<file path="src/rtl/shl_pkg.sv">
package shl_pkg;
  typedef enum logic [2:0] {
    ST_IDLE  = 3'd0,
    ST_LOADR = 3'd1,
    ST_TEST  = 3'd2,
    ST_STEP  = 3'd3,
    ST_WRITE = 3'd4
  } shl_state_e;
endpackage

</file>
<file path="src/rtl/shl_seq.sv">
// Control sequencer: walks idle -> (reload) -> test/step loop -> write.
module shl_seq
  import shl_pkg::*;
(
  input  logic       clk,
  input  logic       rst_n,
  input  logic       start_i,
  input  logic       imm_zero_i,
  input  logic       cnt_zero_i,
  output shl_state_e state_o,
  output logic       accept_o,
  output logic       ld_reg_o,
  output logic       step_o,
  output logic       write_o
);
  shl_state_e st_q, st_d;

  assign accept_o = start_i && (st_q == ST_IDLE);
  assign ld_reg_o = (st_q == ST_LOADR);
  assign step_o   = (st_q == ST_STEP);
  assign write_o  = (st_q == ST_WRITE);
  assign state_o  = st_q;

  always_comb begin
    st_d = st_q;
    unique case (st_q)
      ST_IDLE:  if (start_i) st_d = imm_zero_i ? ST_LOADR : ST_TEST;
      ST_LOADR: st_d = ST_TEST;
      ST_TEST:  st_d = cnt_zero_i ? ST_WRITE : ST_STEP;
      ST_STEP:  st_d = ST_TEST;
      ST_WRITE: st_d = ST_IDLE;
      default:  st_d = ST_IDLE;
    endcase
  end

  always_ff @(posedge clk or negedge rst_n) begin
    if (!rst_n) st_q <= ST_IDLE;
    else        st_q <= st_d;
  end
endmodule

</file>
<file path="src/rtl/shl_count.sv">
// Shift-count register with captured fallback count from the register operand.
module shl_count #(
  parameter int CW = 5
) (
  input  logic          clk,
  input  logic          rst_n,
  input  logic          accept_i,
  input  logic [CW-1:0] imm_i,
  input  logic [CW-1:0] reg_low_i,
  input  logic          ld_reg_i,
  input  logic          step_i,
  output logic [CW-1:0] cnt_o,
  output logic          cnt_zero_o,
  output logic          imm_zero_o
);
  logic [CW-1:0] cnt_q;
  logic [CW-1:0] alt_q;

  assign cnt_o      = cnt_q;
  assign cnt_zero_o = (cnt_q == '0);
  assign imm_zero_o = (imm_i == '0);

  always_ff @(posedge clk or negedge rst_n) begin
    if (!rst_n) begin
      cnt_q <= '0;
      alt_q <= '0;
    end else if (accept_i) begin
      cnt_q <= imm_i;
      alt_q <= reg_low_i;
    end else if (ld_reg_i) begin
      cnt_q <= alt_q;
    end else if (step_i) begin
      cnt_q <= cnt_q - 1'b1;
    end
  end
endmodule

</file>
<file path="src/rtl/shl_data.sv">
// Working value register, single-position left shift and result register.
module shl_data #(
  parameter int W = 32
) (
  input  logic         clk,
  input  logic         rst_n,
  input  logic         accept_i,
  input  logic [W-1:0] operand_i,
  input  logic         step_i,
  input  logic         write_i,
  output logic [W-1:0] value_o,
  output logic [W-1:0] result_o,
  output logic         done_o
);
  logic [W-1:0] value_q;
  logic [W-1:0] moved;
  logic [W-1:0] result_q;
  logic         done_q;

  assign moved[0] = 1'b0;
  for (genvar i = 1; i < W; i++) begin : g_lane
    assign moved[i] = value_q[i-1];
  end

  always_ff @(posedge clk or negedge rst_n) begin
    if (!rst_n) begin
      value_q  <= '0;
      result_q <= '0;
      done_q   <= 1'b0;
    end else begin
      done_q <= write_i;
      if (accept_i)    value_q <= operand_i;
      else if (step_i) value_q <= moved;
      if (write_i)     result_q <= value_q;
    end
  end

  assign value_o  = value_q;
  assign result_o = result_q;
  assign done_o   = done_q;
endmodule

</file>
<file path="src/rtl/shl_engine.sv">
module shl_engine
  import shl_pkg::*;
#(
  parameter int W = 32
) (
  input  logic                 clk,
  input  logic                 rst_n,
  input  logic                 start_i,
  input  logic [W-1:0]         operand_i,
  input  logic [$clog2(W)-1:0] imm_cnt_i,
  input  logic [W-1:0]         reg_cnt_i,
  output logic                 done_o,
  output logic [W-1:0]         result_o
);
  localparam int CW = $clog2(W);

  shl_state_e    state_w;
  logic          accept_w, ld_reg_w, step_w, write_w;
  logic          imm_zero_w, cnt_zero_w;
  logic [CW-1:0] cnt_w;
  logic [W-1:0]  value_w;
  logic          unused_hi;

  assign unused_hi = ^reg_cnt_i[W-1:CW];

  shl_seq u_seq (
    .clk(clk), .rst_n(rst_n), .start_i(start_i),
    .imm_zero_i(imm_zero_w), .cnt_zero_i(cnt_zero_w),
    .state_o(state_w), .accept_o(accept_w), .ld_reg_o(ld_reg_w),
    .step_o(step_w), .write_o(write_w)
  );

  shl_count #(.CW(CW)) u_count (
    .clk(clk), .rst_n(rst_n), .accept_i(accept_w),
    .imm_i(imm_cnt_i), .reg_low_i(reg_cnt_i[CW-1:0]),
    .ld_reg_i(ld_reg_w), .step_i(step_w),
    .cnt_o(cnt_w), .cnt_zero_o(cnt_zero_w), .imm_zero_o(imm_zero_w)
  );

  shl_data #(.W(W)) u_data (
    .clk(clk), .rst_n(rst_n), .accept_i(accept_w), .operand_i(operand_i),
    .step_i(step_w), .write_i(write_w),
    .value_o(value_w), .result_o(result_o), .done_o(done_o)
  );
endmodule

</file>
<file path="config.mk">
export PLATFORM = sky130hd
export DESIGN_NAME = shl_engine
export DESIGN_NICKNAME = d
export VERILOG_FILES = /design/src/rtl/shl_pkg.sv /design/src/rtl/shl_seq.sv /design/src/rtl/shl_count.sv /design/src/rtl/shl_data.sv /design/src/rtl/shl_engine.sv
export SDC_FILE = /design/constraint.sdc
export NUM_CORES = 1
export LEC_CHECK = 0
export ABC_AREA = 1
export BUFFER_PORTS_ARGS = -buffer_cell sky130_fd_sc_hd__buf_2
export CORE_MARGIN = 1.5
export CORE_UTILIZATION = 55
export DETAILED_ROUTE_END_ITERATION = 16
export PLACE_DENSITY = 0.94
export RECOVER_POWER = 100
export SKIP_CTS_REPAIR_TIMING = 1
export SLEW_MARGIN = 40
export SYNTH_ARGS = -nofsm -noshare
export SYNTH_HDL_FRONTEND = slang
export SYNTH_SLANG_ARGS = --single-unit
export TNS_END_PERCENT = 20
</file>
<file path="constraint.sdc">
create_clock -name clk -period 2.82 [get_ports clk]
set_input_delay 0.141 -clock clk [delete_from_list [all_inputs] [get_ports clk]]
set_output_delay 0.141 -clock clk [all_outputs]
set_load 0.05 [all_outputs]
</file>
# Word level (Yosys, flattened, before mapping)
# Cells that the tools add are included.
totals:
  ff_bits: 78
  wordCells: 28
  inputBits: 72
  output_inout_bits: 33
classes:
  n_addsub: 1
  n_eq_ne: 5
  muxes: 9
  n_reduce_logical: 7
op_table:
  columns: ["cell", "n"]
  rows:
  - ["$mux W32", 2]
  - ["$mux W5", 3]
  - ["$logic_not A5 Y1", 2]
  - ["$pmux W3 S3", 1]
  - ["$eq A3 B2 Y1 const B", 2]
  - ["$mux W3", 2]
  - ["$sub A5 B1 Y5 const B", 1]
  - ["$eq A3 B1 Y1 const B", 1]
  - ["$eq A3 B3 Y1 const B", 1]
  - ["$logic_not A3 Y1", 1]
  - ["$reduce_bool A3 Y1", 1]
  - ["$mux W2", 1]
  - ["$ne A2 B2 Y1 const B", 1]
  - ["$reduce_bool A2 Y1", 1]
  - ["$reduce_or A2 Y1", 1]
  - ["$logic_and A1 B1 Y1", 1]

# Longest topological paths before layout
# Gate-level depths: netlist of the first run.
logic_depth:
  word_depth: 4
  depth_mapped: 9
  depth_no_buf: 9

# Hierarchy
# Synthesis of the first run repeated with hierarchy kept, for this count alone.
hier_totals:
  hier_cells: 418
  area_unflattened_um2: 3488.3
by_module_without_submodules:
  columns: ["module", "cells_per_inst", "area_each_um2", "n_inst", "seq_area_each_um2"]
  rows:
  - ["shl_data", 310, 2740.1, 1, 1626.6]
  - ["shl_count", 84, 569.3, 1, 250.2]
  - ["shl_seq", 24, 178.9, 1, 75.1]

# Worst setup path after synthesis of the first run
# Ideal clock, no wire load.
synth_path:
  path_kind: "register to register"
  from: "reg u_seq.st_q[0] (netlist: u_seq.state_o[0])"
  to: "reg u_data.value_q[26] (netlist: u_data.value_o[26])"
  path_stages_with_launch: 8
  n_path_buf: 1
  synth_period_minus_slack_ps: 1293
  setup_slack_ps: 1527
  t_arrival_ps: 1161
  setup_time_ps: 132
  required_time_ps: 2688
  path_cell_list: "dfrtp_1 > nor2_4 > nand3_4 > nand2_2 > inv_2 > buf_6 > nand2_1 > o211ai_2"
synth_between:
  elab_chain_cells: 3
  word_cells_on_any_way: 5
  cone_classes: "1 x eq/ne; 1 x mux; 3 x reduce/logical"
synth_rtl:
  columns: ["element", "line_no", "text"]
  rows:
  - ["start: declaration", "shl_seq.sv:16", "shl_state_e st_q, st_d;"]
  - ["start signal: assignment", "shl_seq.sv:38", "else st_q <= st_d;"]
  - ["$logic_not A3 Y1", "shl_seq.sv:18", "assign accept_o = start_i && (st_q == ST_IDLE);"]
  - ["$logic_and A1 B1 Y1", "shl_seq.sv:18", null]
  - ["$mux W32 or $reduce_bool A2 Y1 (tied branches)", null, null]
  - ["end signal: assignment", "shl_data.sv:32", "if (accept_i) value_q <= operand_i;"]
  - ["end signal: assignment", "shl_data.sv:33", "else if (step_i) value_q <= moved;"]
  - ["end: declaration", "shl_data.sv:15", "logic [W-1:0] value_q;"]
# Several ways; a longest one is shown, not always the timed one.
# A chain may end at the register's enable or synchronous reset.

# Final worst setup path of the first run
layout_path:
  from: "reg u_seq.st_q[0] (netlist: u_seq.state_o[0])"
  to: "reg u_data.result_q[21] (netlist: u_data.result_o[21])"
layout_between:
  elab_chain_cells: 1
layout_rtl:
  columns: ["element", "line_no", "text"]
  rows:
  - ["$eq A3 B3 Y1", "shl_seq.sv:21", "assign write_o = (st_q == ST_WRITE);"]
  - ["via u_data.write_i", "shl_data.sv:10", "input logic write_i,"]
  - ["end signal: assignment", "shl_data.sv:34", "if (write_i) result_q <= value_q;"]
  - ["end: declaration", "shl_data.sv:17", "logic [W-1:0] result_q;"]
# The timed path passes the listed nets, and every way through them passes these cells.

==> results_dict.tcl, run 1 <==
set metrics [dict create \
    cp.arrival_ps 2190 \
    crit_fanout 31 \
    finalHoldViolations 0 \
    place_ws_ps 1170 \
    drtAntennaViolNets 0 \
    drive_above_1_share_pct 13.7 \
    io_buffers 77 \
    rsz0062_at_grt "false" \
    p_total_w 0.00462 \
    setup.worst_path.start "u_seq.state_o[0]$_DFFE_PN0P_" \
    dieArea_um2 6820 \
    grtUsageTotal_pct 22.7 \
    rr_startpoint "u_seq.state_o[0]$_DFFE_PN0P_" \
    clock-sinks 78 \
    netlist_area_um2 3490 \
    period_share_pct 70.1 \
    fmax_ghz 0.506 \
    drv_cap 0 \
    synthFlopType "dfrtp_1" \
    post_synth_main_area_contributors "dfrtp_1 56%, nand2_1 16%, o211ai_1 5.8%" \
    cts-buffers-inserted 9 \
    setup_violations 0 \
    setup_ws_ps 842 \
    clkTransAtPathRegs_ps 70 \
    syn-num-nets 470 \
    vdd_drop_max_v 0.000586 \
    clk_latency_ps 340 \
    syn_inst 397 \
    die_x_um 82.6 \
    post-dp-hpwl_um 4760 \
    leakagePower_nw 2.02 \
    yosysTopAreaCell "dfrtp_1" \
    hp-class "primary input to flip-flop" \
    holdPathStages 3 \
    netlist-cell-type-count 23 \
    ys_top_cells_by_count "149 x nand2_1, 78 x dfrtp_1, 50 x inv_1, 31 x o21ai_1, 27 x o211ai_1" \
    reg2regPathDepth 7 \
    routedWlPerCell_um 12.7 \
    status "complete, no violations" \
    async_reset_ff_share_pct 100 \
    slew-limit-headroom_pct 53.6 \
    area_growth_syn_to_layout_pct 14.2 \
    drcViolationCount 0 \
    drt-initial-drc-count 151 \
    worstSetupPathType "flip-flop to flip-flop" \
    cts_buffer_depth 2 \
    synth-seq-cells 78 \
    post-synth-top-count-cell "nand2_1" \
    wirelength_um 7090 \
    finalSetupTns_ps 0 \
    final_nets 549 \
    final.setup_skew_ps 8.61 \
    cp-end-kind "flip-flop" \
    grt_pass1_wl_um 11600 \
    yosys.area.top_type_share_pct 56.0 \
    cts-root-buf "clkbuf_8" \
    place_inst 536 \
    core_um2 6030 \
    grt_start_max_net_pins 79 \
    min_from "reg_cnt_i[0]" \
    via_per_inst 5.08 \
    critPathRequiredTime_ps 3030 \
    stdcell_count 556 \
    grt_overflow 0 \
    antenna_found_initial 0 \
    htree_levels 3 \
    initial_core_util_pct 57.8 \
    synth_area_per_cell_um2 8.78 \
    p_per_area_nw_per_um2 1160 \
    cts_tree "done" \
    place.gp.congestion 0.858 \
    grt_pass1_vias 2682 \
    ys_seq_area_share_pct 56.0 \
    dr.pass1.iters 5 \
    start_kind "flip-flop" \
    period_needed_ps 1980 \
    synth_edf_count 0 \
    vias 2825 \
    worst_pin_slew_ps 695 \
    ys_warn_count 0 \
    row_count 28 \
    die_y_um 82.6 \
    antenna_cells 0 \
    pin_count 105 \
    slew_viol_final 0 \
]
-- path summary, 6_finish.rpt --
path,end,slack (ps)
max in group asynchronous,u_seq.state_o[0]$_DFFE_PN0P_,1940
min in group asynchronous,u_data.result_o[6]$_DFFE_PN0P_,390
worst min register to register,u_data.result_o[31]$_DFFE_PN0P_,470
worst max-delay path,u_data.result_o[21]$_DFFE_PN0P_,840
worst min-delay path,u_count.alt_q[0]$_DFFE_PN0P_,10
worst max register to register,u_data.result_o[21]$_DFFE_PN0P_,840
-- cell usage in the layout, fill, tap and decap left out, types with 2 or more instances in the layout --
master | synthesis | final
nand2_1 | 149 | 150
dfrtp_1 | 78 | 78
o21ai_0 | 7 | 33
buf_4 | 3 | 3
clkbuf_8 | 0 | 10
buf_2 | 0 | 43
nor2_1 | 8 | 10
nand3_1 | 12 | 12
clkinv_2 | 0 | 3
o21ai_1 | 31 | 5
inv_1 | 50 | 51
dlygate4sd3_1 | 0 | 4
nand4_1 | 2 | 2
inv_2 | 4 | 3
clkbuf_1 | 3 | 35
o211ai_1 | 27 | 30
-- area by class of cell --
cell class / count / area, um2
Fill cell: 518 / 2040
Sequential cell: 78 / 1950
Inverter: 55 / 209
Timing Repair Buffer: 84 / 413
Tap cell: 75 / 93.8
Clock inverter: 4 / 22.5
Multi-Input combinational cell: 248 / 1150
Clock buffer: 12 / 145
-- critical path, stage by stage (launching register included) --
cell and delay [ps]:
dfrtp_1 430, nor2_1 420, inv_2 60, nor2_1 220, inv_1 260, buf_4 300, nand2_1 80, o21ai_0 80
-- sequential cells by signal (all words and copies together), names as in the netlist --
name,cells
u_count.alt_q,5
u_count.cnt_o,5
u_data.done_o,1
u_data.result_o,32
u_data.value_o,32
u_seq.state_o,3
-- logic make-up (layout without fill, tap and decap cells) --
logic type | count (synthesis) | in the layout | synth area share, %
flip-flops | 78 | 78 | 56.0
buffers and inverters | 71 | 155 | 10.2
AND/OR/NAND/NOR | 177 | 177 | 20.6
AO/OA/AOI/OAI | 69 | 69 | 12.6
XOR/XNOR | 1 | 1 | 0.251
adder cells (fa/ha/maj) | 1 | 1 | 0.359
-- stage by stage --
| step | instance area [um2] | hold WS (ps) | utilization, % |
|---|---|---|---|
| CTS | 4020 | -148 | 66.6 |
| floorplan | 3490 | -155 | - |
| detailed placement | 3850 | 216 | 63.8 |
| finish | 3980 | 11.4 | 66.1 |
| global route | 3980 | 7.85 | 66.1 |
| global placement | 3840 | 334 | 63.8 |
-- per-layer routing --
metal / vias to the layer above / GRT usage, % / routed length, um
li1: 1417 / - / -
met1: 1329 / 27.1 / 3160
met2: 69 / 39.8 / 3480
met4: 0 / 7.50 / 101
met3: 10 / 5.60 / 341
met5: - / 0 / 0
-- report_power, final --
group	switching [W]	internal (W)	leakage (nW)	total [W]
logic	0.00150	0.000563	0.928	0.00207
clock network	0.000379	0.000340	0.0861	0.000718
registers	0.000256	0.00158	1.01	0.00184
total	0.00214	0.00249	2.02	0.00462
Note: power is estimated with default switching activity, not from simulation.
==> inputs of run 2 (changes only) <==
Settings changed: CORE_UTILIZATION 55 to 46, PLACE_DENSITY 0.94 to 0.84.
Clock period 2.82 ns to 1.6 ns, I/O delays scaled along.
==> run 2 against run 1 <==
Net effect:
- the run now ends with negative hold slack left
- global-route usage fell by 3.5 points
- utilization fell by 6.5 points
- setup slack got worse by 740 ps
- register-to-register slack got worse by 740 ps
- clock power rose by 81%
- sequential power rose by 77%
- sequential share of layout area fell by 4.1 points
- maximum frequency rose by 32%
- non-clock buffer count rose by 30
- die area rose by 19%
- total power rose by 82%
- highest routed layer unchanged
==> results_dict.tcl, run 2 (synthesis results as in run 1) <==
set metrics [dict create \
    place_inst 564 \
    cts-root-buf "clkbuf_8" \
    p_sw_w 0.00391 \
    via_per_inst 4.85 \
    holdPathStages 3 \
    setup_violations 0 \
    hp-class "primary input to flip-flop" \
    stdcell_count 610 \
    p_per_area_nw_per_um2 1940 \
    io_buffers 77 \
    drcViolationCount 0 \
    status "complete, but fails checks" \
    period_needed_ps 1500 \
    power.share.switching_pct 46.5 \
    vias 2957 \
    rr_startpoint "u_seq.state_o[2]$_DFFE_PN0P_" \
    cts-buffers-inserted 9 \
    pwr-share-seq_pct 38.7 \
    drtAntennaViolNets 0 \
    vdd_drop_max_v 0.00100 \
    violations "negative hold slack" \
    grt_pass1_wl_um 12600 \
    drive_above_1_share_pct 15.7 \
    htree_levels 3 \
    cp-end-kind "flip-flop" \
    clock-sinks 78 \
    critPathRequiredTime_ps 1860 \
    clkTransAtPathRegs_ps 80 \
    dieArea_um2 8110 \
    wirelength_um 7920 \
    place.gp.congestion 0.836 \
    antenna_cells 0 \
    comb_power_share_pct 45.8 \
    post-dp-hpwl_um 5090 \
    area_growth_syn_to_layout_pct 24.6 \
    layout_common_cells "148 x nand2_1, 78 x dfrtp_1, 50 x inv_1" \
    dr.pass1.iters 4 \
    cts_buffer_depth 2 \
    worst_pin_slew_ps 946 \
    slew_viol_final 0 \
    power.internal_w 0.00450 \
    min_from "operand_i[23]" \
    r2r_slack_ps 100 \
    start_kind "flip-flop" \
    grtUsageTotal_pct 19.2 \
    final_nets 579 \
    n_fill_cell 672 \
    final_common_cell "nand2_1" \
    reg2regPathDepth 6 \
    min_to "u_data.value_o[23]$_DFFE_PN0P_" \
    whs_ps -14.6 \
    drv_cap 0 \
    final.setup_skew_ps 8.93 \
    slew-limit-headroom_pct 36.9 \
    worstPathCellList "inv_2 > nor2_4 > inv_2 > buf_12 > nand2_1 > o21ai_1" \
    clk_latency_ps 350 \
    rsz0062_at_grt "true" \
    leakagePower_nw 2.16 \
    grt_pass1_vias 2806 \
    grt_start_max_net_pins 45 \
    row_count 31 \
    clkPwrFrac_pct 15.5 \
    fmax_ghz 0.667 \
    pin_count 105 \
    rr_endpoint "u_data.result_o[26]$_DFFE_PN0P_" \
    worstSetupPathType "flip-flop to flip-flop" \
    core_um2 7290 \
    cp.arrival_ps 1760 \
    period_share_pct 93.7 \
    routedWlPerCell_um 13.0 \
    drt-initial-drc-count 178 \
    path_common_cell "inv_2" \
    antenna_found_initial 0 \
    cts_tree "done" \
    crit_fanout 44 \
    crit_slowest_cell "dfrtp_1" \
    grt_overflow 0 \
    die_x_um 90.1 \
    cp_slowest_stage_delay_ps 420 \
    finalHoldViolations 4 \
    finalSetupTns_ps 0 \
    initial_core_util_pct 47.8 \
    die_y_um 90.1 \
]
==> run 2: changes by cell type in the layout (fill, tap and decap cells not counted), moves of 2 or more <==
cell	delta
clkinvlp_4	+2
nand2_1	-2
o211ai_2	+3
o21ai_1	+26
nor2_1	-2
dlygate4sd3_1	+25
clkbuf_2	+3
nand2_2	+2
nor2_4	+2
o21ai_0	-26
o211ai_1	-3
==> run 2: worst max-delay path by stage <==
| stage | from | to | cells after the start |
|---|---|---|---|
| floorplan | u_seq.state_o[0]$_DFFE_PN0P_ | u_data.value_o[26]$_DFFE_PN0P_ | 7 |
| global placement | u_seq.state_o[0]$_DFFE_PN0P_ | u_count.cnt_o[0]$_DFFE_PN0P_ | 7 |
| detailed placement | u_seq.state_o[0]$_DFFE_PN0P_ | u_count.cnt_o[3]$_DFFE_PN0P_ | 7 |
| CTS | u_seq.state_o[0]$_DFFE_PN0P_ | u_count.cnt_o[3]$_DFFE_PN0P_ | 7 |
| global route | u_seq.state_o[2]$_DFFE_PN0P_ | u_data.result_o[26]$_DFFE_PN0P_ | 6 |
| finish | u_seq.state_o[2]$_DFFE_PN0P_ | u_data.result_o[26]$_DFFE_PN0P_ | 6 |
==> run 2: area by class of cell <==
class	count	area [um2]	area share [%]
sequential	78	1950	45.0
multi-input combinational	248	1180	27.2
timing repair buffer	114	698	16.1
tap	99	124	2.85
inverter	55	211	4.87
clock buffer	10	138	3.17
clock inverter	6	37.5	0.865
==> run 2: worst max-delay path, delay by kind of cell (launching register included) <==
kind	cells	cell delay, ps
AOI/OAI and AO/OA	1	90
buffers and inverters	3	750
DFF	1	420
and+or+nand+nor	2	140
==> run 2: layer usage <==
metal | global-route usage [%] | part of all wire, % | vias up
li1 | - | - | 1480
met1 | 24.3 | 45 | 1389
met2 | 32.3 | 49 | 75
met3 | 3.72 | 3.9 | 13
met4 | 7.41 | 1.8 | 0
met5 | 0 | 0 | -
==> run 2: per-stage QoR <==
stage / hold WS [ps] / power, W / util [%] / worst slack (ps) / cell area [um2]
after floorplan: -216 / 0.00631 / - / 307 / 3490
after global placement: 68.7 / 0.00697 / 53.7 / 126 / 3920
after detailed placement: 72.1 / 0.00714 / 53.7 / 74.9 / 3920
after CTS: -307 / 0.00846 / 56.1 / 60.1 / 4090
after global routing: -0.227 / 0.00910 / 59.5 / -42.8 / 4340
final: -14.6 / 0.00841 / 59.5 / 101 / 4340
==> run 2: power groups by stage <==
| stage | logic (W) | registers (W) | clock network, W |
|---|---|---|---|
| CTS | 0.00388 | 0.00324 | 0.00134 |
| finish | 0.00385 | 0.00326 | 0.00130 |
| floorplan | 0.00218 | 0.00412 | 0 |
| detailed placement | 0.00386 | 0.00328 | 0 |
| global route | 0.00431 | 0.00336 | 0.00143 |
| global placement | 0.00374 | 0.00323 | 0 |
==> inputs of run 3 (changes only) <==
Settings changed: ABC_AREA 1 to unset, PLACE_DENSITY 0.84 to 0.85.
==> run 3 against run 2 <==
Net effect:
- area after synthesis shrank 4.6%
- the flow still finishes with violations (negative hold slack)
- combinational power is 23% lower
- maximum frequency decreased by 1.4%
- non-clock buffer count increased by 13
- largest cell class unchanged
- total power decreased by 12%
- critical path type unchanged
==> results_dict.tcl, run 3 <==
set metrics [dict create \
    crit_family "flip-flops" \
    drt-initial-drc-count 180 \
    wirelength_um 7610 \
    syn_inst 284 \
    layout_common_cells "75 x dfrtp_1, 66 x nand2_1, 43 x buf_2" \
    grt_overflow 0 \
    yosys.area.top_type_share_pct 58.7 \
    grtUsageTotal_pct 19.4 \
    worstPathCellList "buf_4 > nor3b_2 > buf_4 > nor2_1 > a22o_1 > a22o_1" \
    rr_endpoint "u_count.cnt_o[3]$_DFFE_PN0P_" \
    cp_slowest_stage_delay_ps 470 \
    ys_top_cells_by_count "78 x dfrtp_1, 66 x nand2_1, 32 x mux2_2, 31 x a22oi_1, 9 x buf_2" \
    drive_above_1_share_pct 28.9 \
    grt_pass1_wl_um 11400 \
    antenna_found_initial 0 \
    dr.pass1.iters 4 \
    period_needed_ps 1520 \
    die_y_um 88.0 \
    slew-limit-headroom_pct 35.1 \
    start_kind "flip-flop" \
    htree_levels 3 \
    final_common_cell "dfrtp_1" \
    place.gp.congestion 0.890 \
    cp.buffers_inverters 2 \
    pin_count 105 \
    crit_slowest_cell "dfrtp_2" \
    clk_latency_ps 350 \
    crit_fanout 6 \
    violations "negative hold slack" \
    drtAntennaViolNets 0 \
    hp-class "primary input to flip-flop" \
    async_reset_ff_share_pct 100 \
    critPathRequiredTime_ps 1830 \
    multi_input_area_um2 1270 \
    slew_viol_final 0 \
    synth_area_per_cell_um2 11.7 \
    setup_violations 0 \
    cts-buffers-inserted 9 \
    ys_warn_count 0 \
    core_um2 6910 \
    holdPathStages 3 \
    drcViolationCount 0 \
    clkTransAtPathRegs_ps 70 \
    cts_buffer_depth 2 \
    ys_seq_area_share_pct 58.7 \
    clock-sinks 78 \
    drv_cap 0 \
    post_synth_main_area_contributors "dfrtp_1 59%, mux2_2 11%, nand2_1 7.4%" \
    p_total_w 0.00738 \
    finalHoldViolations 4 \
    utilization_pct 63.7 \
    n_fill_cell 565 \
    vias 2640 \
    period_share_pct 95.1 \
    final.setup_skew_ps 9.64 \
    synthFlopType "dfrtp_1" \
    io_buffers 77 \
    p_per_area_nw_per_um2 1680 \
    rr_startpoint "u_seq.state_o[1]$_DFFE_PN0P_" \
    antenna_cells 0 \
    fmax_ghz 0.657 \
    yosysTopAreaCell "dfrtp_1" \
    grt_pass1_vias 2387 \
    post-dp-hpwl_um 4830 \
    netlist_area_um2 3330 \
    reg2regPathDepth 6 \
    cts_tree "done" \
    cts-root-buf "clkbuf_8" \
    whs_ps -34.4 \
    cp.arrival_ps 1750 \
    leakagePower_nw 2.18 \
    routedWlPerCell_um 15.1 \
    r2r_slack_ps 80 \
    area_growth_syn_to_layout_pct 32.2 \
    via_per_inst 5.23 \
    worstSetupPathType "flip-flop to flip-flop" \
    stdcell_count 505 \
    place_inst 454 \
    cp-end-kind "flip-flop" \
    grt_start_max_net_pins 41 \
    vdd_drop_max_v 0.000906 \
    final_nets 477 \
    synth_edf_count 0 \
    status "complete, but fails checks" \
    ff_latch_area_um2 1960 \
    die_x_um 88.0 \
    synth-seq-cells 78 \
    worst_pin_slew_ps 973 \
    netlist-cell-type-count 37 \
    post-synth-top-count-cell "dfrtp_1" \
    syn-num-nets 357 \
    initial_core_util_pct 48.2 \
    row_count 30 \
    min_from "operand_i[30]" \
    min_to "u_data.value_o[30]$_DFFE_PN0P_" \
    dieArea_um2 7750 \
]
==> run 3: worst max-delay path by stage <==
| stage | start | depth (start not counted) | slack, ps | to |
|---|---|---|---|---|
| floorplan | u_seq.state_o[0]$_DFFE_PN0P_ | 4 | 6 | u_count.alt_q[0]$_DFFE_PN0P_ |
| global placement | u_seq.state_o[1]$_DFFE_PN0P_ | 5 | 50 | u_data.value_o[6]$_DFFE_PN0P_ |
| detailed placement | u_seq.state_o[1]$_DFFE_PN0P_ | 5 | -20 | u_data.value_o[2]$_DFFE_PN0P_ |
| CTS | u_seq.state_o[1]$_DFFE_PN0P_ | 5 | -20 | u_data.value_o[2]$_DFFE_PN0P_ |
| global route | u_count.cnt_o[0]$_DFFE_PN0P_ | 6 | -6 | u_count.cnt_o[4]$_DFFE_PN0P_ |
| finish | u_seq.state_o[1]$_DFFE_PN0P_ | 6 | 80 | u_count.cnt_o[3]$_DFFE_PN0P_ |
==> run 3: logic make-up after synthesis <==
family | after synthesis | synth area share, %
AO/OA/AOI/OAI | 55 | 12.2
XOR/XNOR | 1 | 0.263
adder cells (fa/ha/maj) | 1 | 0.376
buffers and inverters | 23 | 3.72
flip-flops | 78 | 58.7
multiplexers | 37 | 12.5
AND/OR/NAND/NOR | 89 | 12.3
==> run 3: final cells by class <==
type / instances / share of cell area, %
Clock buffer: 11 / 3.44
Clock inverter: 5 / 0.711
Inverter: 5 / 0.427
Multi-Input combinational cell: 183 / 28.9
Sequential cell: 78 / 44.5
Tap cell: 96 / 2.73
Timing Repair Buffer: 127 / 19.3
==> run 3: metrics by stage <==
stage                     instance area, um2  hold slack (ps)  worst slack [ps]  TNS, ps
final                                   4400            -34.4              78.8        0
after floorplan                         3330             -216              6.01        0
after global routing                    4400             2.13             -5.95    -13.7
after CTS                               4080             -284             -16.8    -23.4
after global placement                  3890             82.1              49.2        0
after detailed placement                3890             93.6             -22.5    -77.2
==> run 3: worst min-delay path, delay by kind of cell <==
kind / cells / cell delay, ps
simple gates: 1 / 40
buf+inv: 1 / 90
compound gates: 1 / 60
==> run 3: metal layers <==
metal,GRT usage (%),routed length [um]
met5,0,0
met4,8.10,129
met3,3.77,313
met2,30.6,3810
met1,26.3,3350
==> run 3: power breakdown <==
part	switching, W	internal (W)
combinational	0.00189	0.00109
sequential	0.000450	0.00260
clock	0.000705	0.000645
